`config.mk`:
```
export PLATFORM = sky130hd
export DESIGN_NAME = xcvr_bus
export DESIGN_NICKNAME = d
export VERILOG_FILES = /design/src/rtl/xcvr_pkg.sv /design/src/rtl/xcvr_capture.sv /design/src/rtl/xcvr_path.sv /design/src/rtl/xcvr_section.sv /design/src/rtl/xcvr_bus.sv
export SDC_FILE = /design/constraint.sdc
export NUM_CORES = 1
export LEC_CHECK = 0
export BUFFER_PORTS_ARGS = -buffer_cell sky130_fd_sc_hd__buf_4
export CAP_MARGIN = 40
export CORE_MARGIN = 2
export CORE_UTILIZATION = 53
export DETAILED_ROUTE_END_ITERATION = 6
export PLACE_DENSITY = 0.92
export SETUP_SLACK_MARGIN = 0.05
export SKIP_CTS_REPAIR_TIMING = 1
export SYNTH_ARGS = -nofsm -noshare
export SYNTH_HDL_FRONTEND = slang
export SYNTH_HIERARCHICAL = 1
export SYNTH_SLANG_ARGS = --single-unit
export TNS_END_PERCENT = 1
```
`constraint.sdc`:
```
create_clock -name clk -period 2.65 [get_ports clk]
set_clock_uncertainty 0.1 [all_clocks]
set_input_delay 0.3975 -clock clk [delete_from_list [all_inputs] [get_ports clk]]
set_output_delay 0.3975 -clock clk [all_outputs]
set_load 0.05 [all_outputs]
```
`src/rtl/xcvr_pkg.sv`:
```
package xcvr_pkg;

    localparam int SECT_W_DEF = 8;
    localparam int N_SECT_DEF = 2;

    // control set of one direction in one section
    typedef struct packed {
        logic en;   // drive enable, active high
        logic sel;  // 0 = live source, 1 = captured source
        logic cap;  // capture strobe, acts on its rise
    } dir_ctl_t;

    function automatic logic rose_now(input logic now_v, input logic before_v);
        return now_v & ~before_v;
    endfunction

endpackage

```
`src/rtl/xcvr_capture.sv`:
```
module xcvr_capture
    import xcvr_pkg::*;
#(
    parameter int W = SECT_W_DEF
) (
    input  logic         clk,
    input  logic         rst,
    input  logic         cap,
    input  logic [W-1:0] d,
    output logic [W-1:0] q
);

    logic cap_d;
    logic load;

    assign load = rose_now(cap, cap_d);

    always_ff @(posedge clk) begin
        cap_d <= cap;
    end

    always_ff @(posedge clk) begin
        if (rst) begin
            q <= '0;
        end else if (load) begin
            q <= d;
        end
    end

    p_load_on_rise_r4: assert property (@(posedge clk) disable iff (rst)
        $rose(cap) |=> (q == $past(d)));

    p_hold_without_rise_r5: assert property (@(posedge clk) disable iff (rst)
        !$rose(cap) |=> $stable(q));

    p_clear_r9: assert property (@(posedge clk)
        rst |=> (q == '0));

endmodule

```
`src/rtl/xcvr_path.sv`:
```
module xcvr_path
    import xcvr_pkg::*;
#(
    parameter int W = SECT_W_DEF
) (
    input  logic         clk,
    input  logic         rst,
    input  dir_ctl_t     ctl,
    input  logic [W-1:0] live,
    output logic [W-1:0] out,
    output logic         oe
);

    logic [W-1:0] held;
    logic [W-1:0] pick;
    logic [W-1:0] sel_v;

    xcvr_capture #(.W(W)) u_cap (
        .clk (clk),
        .rst (rst),
        .cap (ctl.cap),
        .d   (live),
        .q   (held)
    );

    // sum-of-products mux with consensus term: bits on which both
    // sources agree are held by (live & held) while sel changes
    assign sel_v = {W{ctl.sel}};

    always_comb begin
        pick = (live & ~sel_v) | (held & sel_v) | (live & held);
        out  = ctl.en ? pick : '0;
        oe   = ctl.en;
    end

    p_quiet_when_off_r2: assert property (@(posedge clk) disable iff (rst)
        !ctl.en |-> (out == '0 && !oe));

    p_live_follow_r3: assert property (@(posedge clk) disable iff (rst)
        (ctl.en && !ctl.sel) |-> (out == live));

    p_clean_switch_r8: assert property (@(posedge clk) disable iff (rst)
        (ctl.en && $stable(live) && $stable(held)) |-> (out == live || out == held));

endmodule

```
`src/rtl/xcvr_section.sv`:
```
module xcvr_section
    import xcvr_pkg::*;
#(
    parameter int W = SECT_W_DEF
) (
    input  logic         clk,
    input  logic         rst,
    input  dir_ctl_t     ctl_ab,
    input  dir_ctl_t     ctl_ba,
    input  logic [W-1:0] a_in,
    input  logic [W-1:0] b_in,
    output logic [W-1:0] a_out,
    output logic [W-1:0] b_out,
    output logic         a_oe,
    output logic         b_oe
);

    xcvr_path #(.W(W)) u_ab (
        .clk  (clk),
        .rst  (rst),
        .ctl  (ctl_ab),
        .live (a_in),
        .out  (b_out),
        .oe   (b_oe)
    );

    xcvr_path #(.W(W)) u_ba (
        .clk  (clk),
        .rst  (rst),
        .ctl  (ctl_ba),
        .live (b_in),
        .out  (a_out),
        .oe   (a_oe)
    );

endmodule

```
`src/rtl/xcvr_bus.sv`:
```
module xcvr_bus
    import xcvr_pkg::*;
#(
    parameter int SECT_W = SECT_W_DEF,
    parameter int N_SECT = N_SECT_DEF,
    localparam int BUS_W = SECT_W * N_SECT
) (
    input  logic              clk,
    input  logic              rst,
    input  logic [BUS_W-1:0]  a_in,
    output logic [BUS_W-1:0]  a_out,
    output logic [N_SECT-1:0] a_oe,
    input  logic [BUS_W-1:0]  b_in,
    output logic [BUS_W-1:0]  b_out,
    output logic [N_SECT-1:0] b_oe,
    input  logic [N_SECT-1:0] en_ab,
    input  logic [N_SECT-1:0] en_ba,
    input  logic [N_SECT-1:0] sel_ab,
    input  logic [N_SECT-1:0] sel_ba,
    input  logic [N_SECT-1:0] cap_ab,
    input  logic [N_SECT-1:0] cap_ba
);

    for (genvar s = 0; s < N_SECT; s++) begin : g_sect
        dir_ctl_t ctl_ab;
        dir_ctl_t ctl_ba;

        assign ctl_ab = '{en: en_ab[s], sel: sel_ab[s], cap: cap_ab[s]};
        assign ctl_ba = '{en: en_ba[s], sel: sel_ba[s], cap: cap_ba[s]};

        xcvr_section #(.W(SECT_W)) u_sect (
            .clk    (clk),
            .rst    (rst),
            .ctl_ab (ctl_ab),
            .ctl_ba (ctl_ba),
            .a_in   (a_in[s*SECT_W +: SECT_W]),
            .b_in   (b_in[s*SECT_W +: SECT_W]),
            .a_out  (a_out[s*SECT_W +: SECT_W]),
            .b_out  (b_out[s*SECT_W +: SECT_W]),
            .a_oe   (a_oe[s]),
            .b_oe   (b_oe[s])
        );
    end

endmodule

```
# After elaboration in Yosys (flattened, before gate mapping)
# Cells that the tools add are included.
# classes
mux	4
bitwise_logic	32
# op_table
operator	n
$and 8x8->8	12
$or 8x8->8	8
$mux 8	4
$not 8->8	4
$and 1x1->1	4
$not 1->1	4
# totals
reg_bits	36
elab_cells	44
in_bits	46
output_inout_bits	36

# Longest topological paths before layout
# Gate-level depths: netlist of the first run.
# depth
word_depth	5
depth_mapped	3
ltp_nobuf	2

# Cells and area by module
# Netlist of the first run, hierarchy kept.
# modules_own_cells
module	cells_per_inst	seq_area_each_um2	n_inst	area_per_inst_um2
xcvr_capture	35	180.2	4	379.1
xcvr_path	18	0.0	4	148.9

# Worst setup path before layout of the first run
# OpenSTA, ideal clock, no wires.
# synth_timing
kind	input-to-output
start	input port sel_ba[0]
end	output port a_out[0]
path_slack_ps	820
cell_stages	3
t_required_ps	2152
arrival_ps	1333
n_path_buf	1
cell_sequence	buf_6 > mux2i_1 > nor2b_1
# synth_via
elab_chain_cells	5
word_cells_on_any_way	6
classes_between	mux (1); bitwise (5)
# synth_lines
item	line	source
start, declared	xcvr_bus.sv:19	input logic [N_SECT-1:0] sel_ba,
$not 8->8	xcvr_path.sv:31	pick = (live & ~sel_v) | (held & sel_v) | (live & held);
$and 8x8->8	xcvr_path.sv:31	
$or 8x8->8 * (2 in series)	xcvr_path.sv:31	
$mux 8 *	xcvr_path.sv:32	out = ctl.en ? pick : '0;
end, declared	xcvr_bus.sv:11	output logic [BUS_W-1:0] a_out,
# Every way passes the cells marked *; elsewhere a longest branch is shown, timed or not.

# Final worst setup path of the first run
# layout_timing
start	register g_sect[1].u_sect.u_ab.u_cap.q[0]
end	output port b_out[8]
# layout_via
elab_chain_cells	4
word_cells_on_any_way	5
classes_between	mux (1); bitwise (4)
# layout_lines
item	line	source
start, declared	xcvr_capture.sv:10	output logic [W-1:0] q
start signal, assigned	xcvr_capture.sv:24	q <= '0;
start signal, assigned	xcvr_capture.sv:26	q <= d;
$and 8x8->8	xcvr_path.sv:31	
$or 8x8->8	xcvr_path.sv:31	
$or 8x8->8 *	xcvr_path.sv:31	
$mux 8 *	xcvr_path.sv:32	
end, declared	xcvr_bus.sv:14	output logic [BUS_W-1:0] b_out,
# Marks and branches as above.

==> summary.txt, run 1 <==
Power and ir drop
  • Seq pwr share: 41.3%
  • Clock network power share: 33.4%
  • Psw: 0.000422 W
  • Max VDD drop: 372 uV
  • Pint: 0.00100 W
  • Comb power frac: 25.3%
  • Leakage: 1.19 nW
  • Switching Fraction: 29.6%
  • PwrDens: 509 nW/um2

Placement
  • Placed Instances: 329
  • HPWL Detailed: 3470 um
  • Port-buffer cells: 81
  • GP Congestion: 0.769

Logic synthesis
  • Synthesized cell area: 2110 um2
  • Post-synthesis adder-cell area fraction: 0%
  • FF+latch count, synth: 36
  • Post-Syn Area per Cell: 9.96 um2
  • Synth Area in Compound Gates: 8.29%
  • Synth Area in Simple Gates: 37.9%
  • Ys Warns: 6
  • Xor and xnor fraction of the mapped netlist area: 0%
  • Post-synthesis mux area share: 15.2%
  • Syn Inst Count: 212
  • Largest family of logic cells by synthesized area: simple AND/OR/NAND/NOR gates
  • Synthesized Nets: 258
  • Sequential fraction of the synthesis area: 34.1%
  • Netlist cell types: 11

Floorplan
  • Starting Density: 56.4%
  • Num rows: 22
  • Ports: 82
  • Die footprint: 4510 um2
  • CORE AREA: 3740 um2
  • Die Wd: 67.1 um
  • Die extent in y: 67.1 um

GRT
  • First-pass GRT wire length: 7770 um
  • Initial antenna violation count: 0
  • Total grt overflow: 0
  • Vias in the first global route: 1,745
  • GRT Total Usage: 22.5%
  • Largest net degree at the start of global routing: 65

Worst setup path
  • Slowest CP cell: dfxtp_1
  • Reg2reg start: g_sect[0].u_sect/u_ba/u_cap/cap_d
  • Worst setup path startpoint: g_sect[1].u_sect/u_ab/u_cap/q[0]
  • Critical Path Max Stage Delay: 360 ps
  • Reg2reg end: g_sect[0].u_sect/u_ba/u_cap/q[3]
  • CP required: 2150 ps
  • CP cell instances: mux2i_1 -> nor2b_1 -> buf_4
  • Reg2reg path depth: 2
  • Worst Setup Path Type: flip-flop to primary output
  • Critical Path Sink Type: primary output
  • Setup slack, reg-to-reg: 1600 ps
  • WP data arrival: 1090 ps
  • CP Launch Type: flip-flop
  • Worst Path Max Fanout: 2

Timing
  • Final Hold Violating Endpoints: 0
  • Crit path time final: 1580 ps
  • Period utilisation layout: 59.8%
  • F_max: 631 MHz
  • Least-Margin Pin Slew: 447 ps
  • Final setup viols: 0
  • Fin Setup TNS: 0 ps
  • RSZ-0062 raised after global routing: no
  • Final Max Slew Viols: 0
  • Max-Slew Margin vs Limit: 70.2%

Clock network
  • CTS Sinks: 36
  • Clock Latency Late Sink: 290 ps
  • H-tree levels: 2
  • CTS max path bufs: 2
  • CTS tree: built
  • Root buf cell: clkbuf_8
  • CTS clk-pin slew, worst paths: 70 ps
  • Total CTS buffers: 5

Route
  • Post-Route WL: 4930 um
  • Drt first pass iters: 4
  • Starting DRT DRC Count: 106
  • Routed Antenna Nets: 0
  • Vias per cell: 5.42
  • DRC violations left: 0
  • DR vias: 1,827
  • Wire length per cell: 14.6 um

Finish
  • Diodes inserted: 0
  • Most frequent cells in the layout: buf_4 (81), dfxtp_1 (36)
  • Fraction of layout cells with a size suffix above 1: 33.6%
  • Final-stage net count: 334
  • Area Overhead vs Synth: 32.4%
  • Non-Filler Instances: 337
  • Fill count: 298
  • Most common cell after layout, fill and taps aside: buf_4

Min path
  • Hold depth: 1
  • Worst Hold Path EP: g_sect[0].u_sect/u_ab/u_cap/cap_d
  • HP Class: input pin to flip-flop
  • HP Start: cap_ab[0]

Run
  • Maxcap violations: 0

Outcome
  • Outcome: finished clean
[power groups by stage]
stage	registers [W]	logic (W)	clock network, W
2_1_floorplan	0.000593	0.000235	0
3_3_place_gp	0.000599	0.000353	0
3_5_place_dp	0.000600	0.000359	0
4_1_cts	0.000587	0.000361	0.000487
5_1_grt	0.000591	0.000381	0.000512
6_report	0.000588	0.000360	0.000476
[synth_stat cells]
cell	instances	share of area [%]
dfxtp_1	36	34
mux2i_1	32	15
nand2b_1	32	9.5
nand4bb_1	32	17
nor2b_1	32	9.5
o21ai_1	28	6.6
and2b_4	4	1.9
buf_2	4	0.95
buf_4	4	1.4
buf_6	4	2.1
o21ai_2	4	1.7
[cells by family (layout without fill, tap and decap cells)]
group,Yosys count,after routing
and+or+nand+nor,100,100
DFF,36,36
AOI/OAI and AO/OA,32,32
muxes,32,32
buffers and inverters,12,89
[per-stage QoR]
| stage | total power (W) | hold WS [ps] | setup WS, ps | area, um2 | utilization [%] |
|---|---|---|---|---|---|
| global placement | 0.000951 | 352 | 1110 | 2690 | 71.7 |
| CTS | 0.00143 | 182 | 1060 | 2800 | 74.7 |
| floorplan | 0.000828 | 325 | 820 | 2110 | - |
| finish | 0.00142 | 193 | 1070 | 2800 | 74.7 |
| global route | 0.00148 | 181 | 993 | 2800 | 74.7 |
| detailed placement | 0.000958 | 356 | 1080 | 2690 | 71.7 |
[critical path: cells and delay by family, from the launching register on]
family	cells	cell delay, ps
buffers and inverters	1	220
muxes	1	90
DFF	1	360
and+or+nand+nor	1	140
[state kept, by name, indices dropped and copies added, names as in the netlist]
name                            flops
g_sect.u_sect/u_ab/u_cap/cap_d      2
g_sect.u_sect/u_ab/u_cap/q         16
g_sect.u_sect/u_ba/u_cap/q         16
g_sect.u_sect/u_ba/u_cap/cap_d      2
[worst max path at each step]
stage / end / depth (start not counted)
floorplan: a_out[0] / 3
global placement: a_out[6] / 4
detailed placement: b_out[10] / 4
CTS: b_out[8] / 3
global route: b_out[8] / 3
finish: b_out[8] / 3
[cell type report]
cell class / count / area, um2 / area share [%]
clock inverter: 3 / 42.5 / 1.52
multi-input combinational: 164 / 1300 / 46.4
clock buffer: 5 / 68.8 / 2.46
timing repair buffer: 81 / 608 / 21.7
sequential: 36 / 721 / 25.8
tap: 48 / 60.1 / 2.15
[per-layer routing]
layer  GRT usage [%]  up-vias  routed length (um)
met2            40.6       62                2450
met5               0        -                   0
met3            6.59        2                 350
met1            26.3      852                2110
met4            4.85        0                  13
li1                -      911                   -
(Power assumes the default switching activity.)
==> run 2: changes to the inputs <==
--- a/config.mk
+++ b/config.mk
@@ -8,9 +8,9 @@
 export BUFFER_PORTS_ARGS = -buffer_cell sky130_fd_sc_hd__buf_4
 export CAP_MARGIN = 40
 export CORE_MARGIN = 2
-export CORE_UTILIZATION = 53
+export CORE_UTILIZATION = 49
 export DETAILED_ROUTE_END_ITERATION = 6
-export PLACE_DENSITY = 0.92
+export PLACE_DENSITY = 0.86
 export SETUP_SLACK_MARGIN = 0.05
 export SKIP_CTS_REPAIR_TIMING = 1
 export SYNTH_ARGS = -nofsm -noshare
==> constraint.sdc (replaced) <==
create_clock -name clk -period 1.47 [get_ports clk]
set_clock_uncertainty 0.1 [all_clocks]
set_input_delay 0.2205 -clock clk [delete_from_list [all_inputs] [get_ports clk]]
set_output_delay 0.2205 -clock clk [all_outputs]
set_load 0.05 [all_outputs]
==> run 2 against run 1 <==
  * Global-route usage is 3.7 points lower
  * Sequential power is 80% higher
  * Cell count is 0.59% higher
  * Flip-flop and latch count stayed put
  * Critical endpoint is now a_out[1]
  * Largest power group unchanged
==> summary.txt, run 2 (synthesized netlist as in run 1, its figures left out) <==
Outcome
  • Outcome: finished clean (unchanged)

Clock network
  • CTS max path bufs: 2 (unchanged)
  • CTS tree: built (unchanged)
  • Root buf cell: clkbuf_8 (unchanged)
  • CTS clk-pin slew, worst paths: 70 ps (about the same)
  • Total CTS buffers: 5 (unchanged)
  • CTS Sinks: 36 (unchanged)
  • H-tree levels: 2 (unchanged)
  • Clock Latency Late Sink: 270 ps (was 290 ps)

Route
  • Post-Route WL: 4550 um (was 4930 um)
  • Drt first pass iters: 4 (unchanged)
  • Vias per cell: 5.36 (was 5.42)
  • Routed Antenna Nets: 0 (unchanged)
  • Wire length per cell: 13.4 um (was 14.6 um)
  • DRC violations left: 0 (unchanged)
  • DR vias: 1,818 (was 1,827)
  • Starting DRT DRC Count: 120 (was 106)

Power and ir drop
  • Max VDD drop: 570 uV (was 372 uV)
  • Leakage: 1.18 nW (was 1.19 nW)
  • PwrDens: 863 nW/um2 (was 509 nW/um2)
  • Total power: 0.00241 W (was 0.00142 W)

Placement
  • GP Congestion: 0.730 (was 0.769)
  • Placed inst area: 2690 um2 (about the same)
  • Port-buffer cells: 81 (unchanged)
  • HPWL Detailed: 3210 um (was 3470 um)

Finish
  • Most frequent cells in the layout: buf_4 (79), dfxtp_1 (35), mux2i_1 (32), nand2b_1 (32), nand4bb_1 (32) (was buf_4 (81), dfxtp_1 (36))
  • Final-stage net count: 334 (unchanged)
  • Diodes inserted: 0 (unchanged)
  • Regs by FF count: g_sect.u_sect/u_ab/u_cap/q (16), g_sect.u_sect/u_ba/u_cap/q (16) (unchanged)
  • Final Cell Area: 2790 um2 (was 2800 um2)
  • Area Overhead vs Synth: 32.0% (was 32.4%)
  • Most common cell after layout, fill and taps aside: buf_4 (unchanged)
  • Fraction of layout cells with a size suffix above 1: 33.6% (unchanged)

Worst setup path
  • Critical Path Sink Type: primary output (unchanged)
  • Worst setup path startpoint: g_sect[0].u_sect/u_ba/u_cap/q[1] (was g_sect[1].u_sect/u_ab/u_cap/q[0])
  • Reg2reg start: g_sect[0].u_sect/u_ba/u_cap/cap_d (unchanged)
  • Worst Setup Path Type: flip-flop to primary output (unchanged)
  • Critical Path Max Stage Delay: 340 ps (was 360 ps)
  • CP cell instances: mux2i_1 -> nor2b_1 -> buf_4 (unchanged)
  • WP data arrival: 1050 ps (was 1090 ps)
  • Slowest CP cell: dfxtp_1 (unchanged)
  • Worst Path Max Fanout: 2 (unchanged)
  • CP required: 1150 ps (was 2150 ps)
  • CP Launch Type: flip-flop (unchanged)

Floorplan
  • Die extent in y: 69.7 um (was 67.1 um)
  • Ports: 82 (unchanged)
  • Num rows: 23 (was 22)
  • CORE AREA: 4090 um2 (was 3740 um2)
  • Die Wd: 69.7 um (was 67.1 um)
  • Starting Density: 51.7% (was 56.4%)
  • Die footprint: 4850 um2 (was 4510 um2)

Timing
  • Final setup viols: 0 (unchanged)
  • Period utilisation layout: 93.5%
  • Final Hold Violating Endpoints: 0 (unchanged)
  • Hold_ws: 24.5 ps (was 193 ps)
  • Final Max Slew Viols: 0 (unchanged)
  • RSZ-0062 raised after global routing: yes (was no)
  • Crit path time final: 1370 ps
  • Max-Slew Margin vs Limit: 71.3% (was 70.2%)
  • F_max: 728 MHz
  • Least-Margin Pin Slew: 431 ps (was 447 ps)

Run
  • Maxcap violations: 0 (unchanged)

Min path
  • HP Start: cap_ba[1] (was cap_ab[0])
  • HP Class: input pin to flip-flop (unchanged)

GRT
  • Largest net degree at the start of global routing: 65 (unchanged)
  • Total grt overflow: 0 (unchanged)
  • Vias in the first global route: 1,757 (was 1,745)
  • Initial antenna violation count: 0 (unchanged)
  • First-pass GRT wire length: 7660 um (was 7770 um)
  • GRT Total Usage: 18.9% (was 22.5%)
[run 2: changes by cell type in the layout (fill, tap and decap cells not counted)]
cell / before / now
clkbuf_1: 0 / 2
clkinv_2: 1 / 0
clkbuf_8: 5 / 6
nor2b_1: 32 / 31
dfxtp_2: 0 / 1
nor2b_2: 0 / 1
bufinv_16: 1 / 0
clkinvlp_4: 1 / 0
dfxtp_1: 36 / 35
buf_4: 81 / 79
buf_6: 0 / 2
[run 2: path summary, 6_finish.rpt]
check / slack [ps] / end / cells past startpoint
min reg2reg: 360 / g_sect[0].u_sect/u_ba/u_cap/q[3] / 2
min: 20 / g_sect[1].u_sect/u_ba/u_cap/cap_d / 1
max reg2reg: 430 / g_sect[0].u_sect/u_ba/u_cap/q[5] / 2
max: 100 / a_out[1] / 3
[run 2: per-layer routing]
| metal | GRT usage [%] | share of wire [%] | routed length [um] | vias up |
|---|---|---|---|---|
| met5 | 0 | 0 | 0 | - |
| met4 | 4.27 | 0.75 | 34 | 0 |
| met3 | 4.65 | 6.9 | 313 | 4 |
| met2 | 32.3 | 48 | 2170 | 59 |
| met1 | 24.0 | 45 | 2020 | 848 |
| li1 | - | - | - | 907 |
[run 2: through the flow]
stage | worst slack [ps] | util (%) | TNS [ps] | instances
2_1_floorplan | -6.43 | - | -199 | 212
3_3_place_gp | 281 | 65.8 | 0 | 331
3_5_place_dp | 278 | 65.8 | 0 | 331
4_1_cts | 96.0 | 68.0 | 0 | 339
5_1_grt | 46.7 | 68.2 | 0 | 339
6_report | 95.6 | 68.2 | 0 | 339
[run 2: power breakdown]
part | leakage [nW] | total [W] | internal (W) | switching, W
clock network | 0.0455 | 0.000703 | 0.000382 | 0.000321
logic | 0.840 | 0.000645 | 0.000281 | 0.000364
registers | 0.296 | 0.00106 | 0.00103 | 0.0000331
total | 1.18 | 0.00241 | 0.00169 | 0.000718
[run 2: layout make-up]
class / count / area, um2
multi-input cells: 164 / 1300
fillers: 343 / 1300
well taps: 50 / 62.6
flip-flops and latches: 36 / 722
repair buffers: 81 / 616
clock buffers: 8 / 90.1
[run 2: critical path: cells and delay by family (launching register included)]
kind,cells,cell delay (ps)
buf+inv,1,220
simple gates,1,140
mux,1,70
flops,1,340
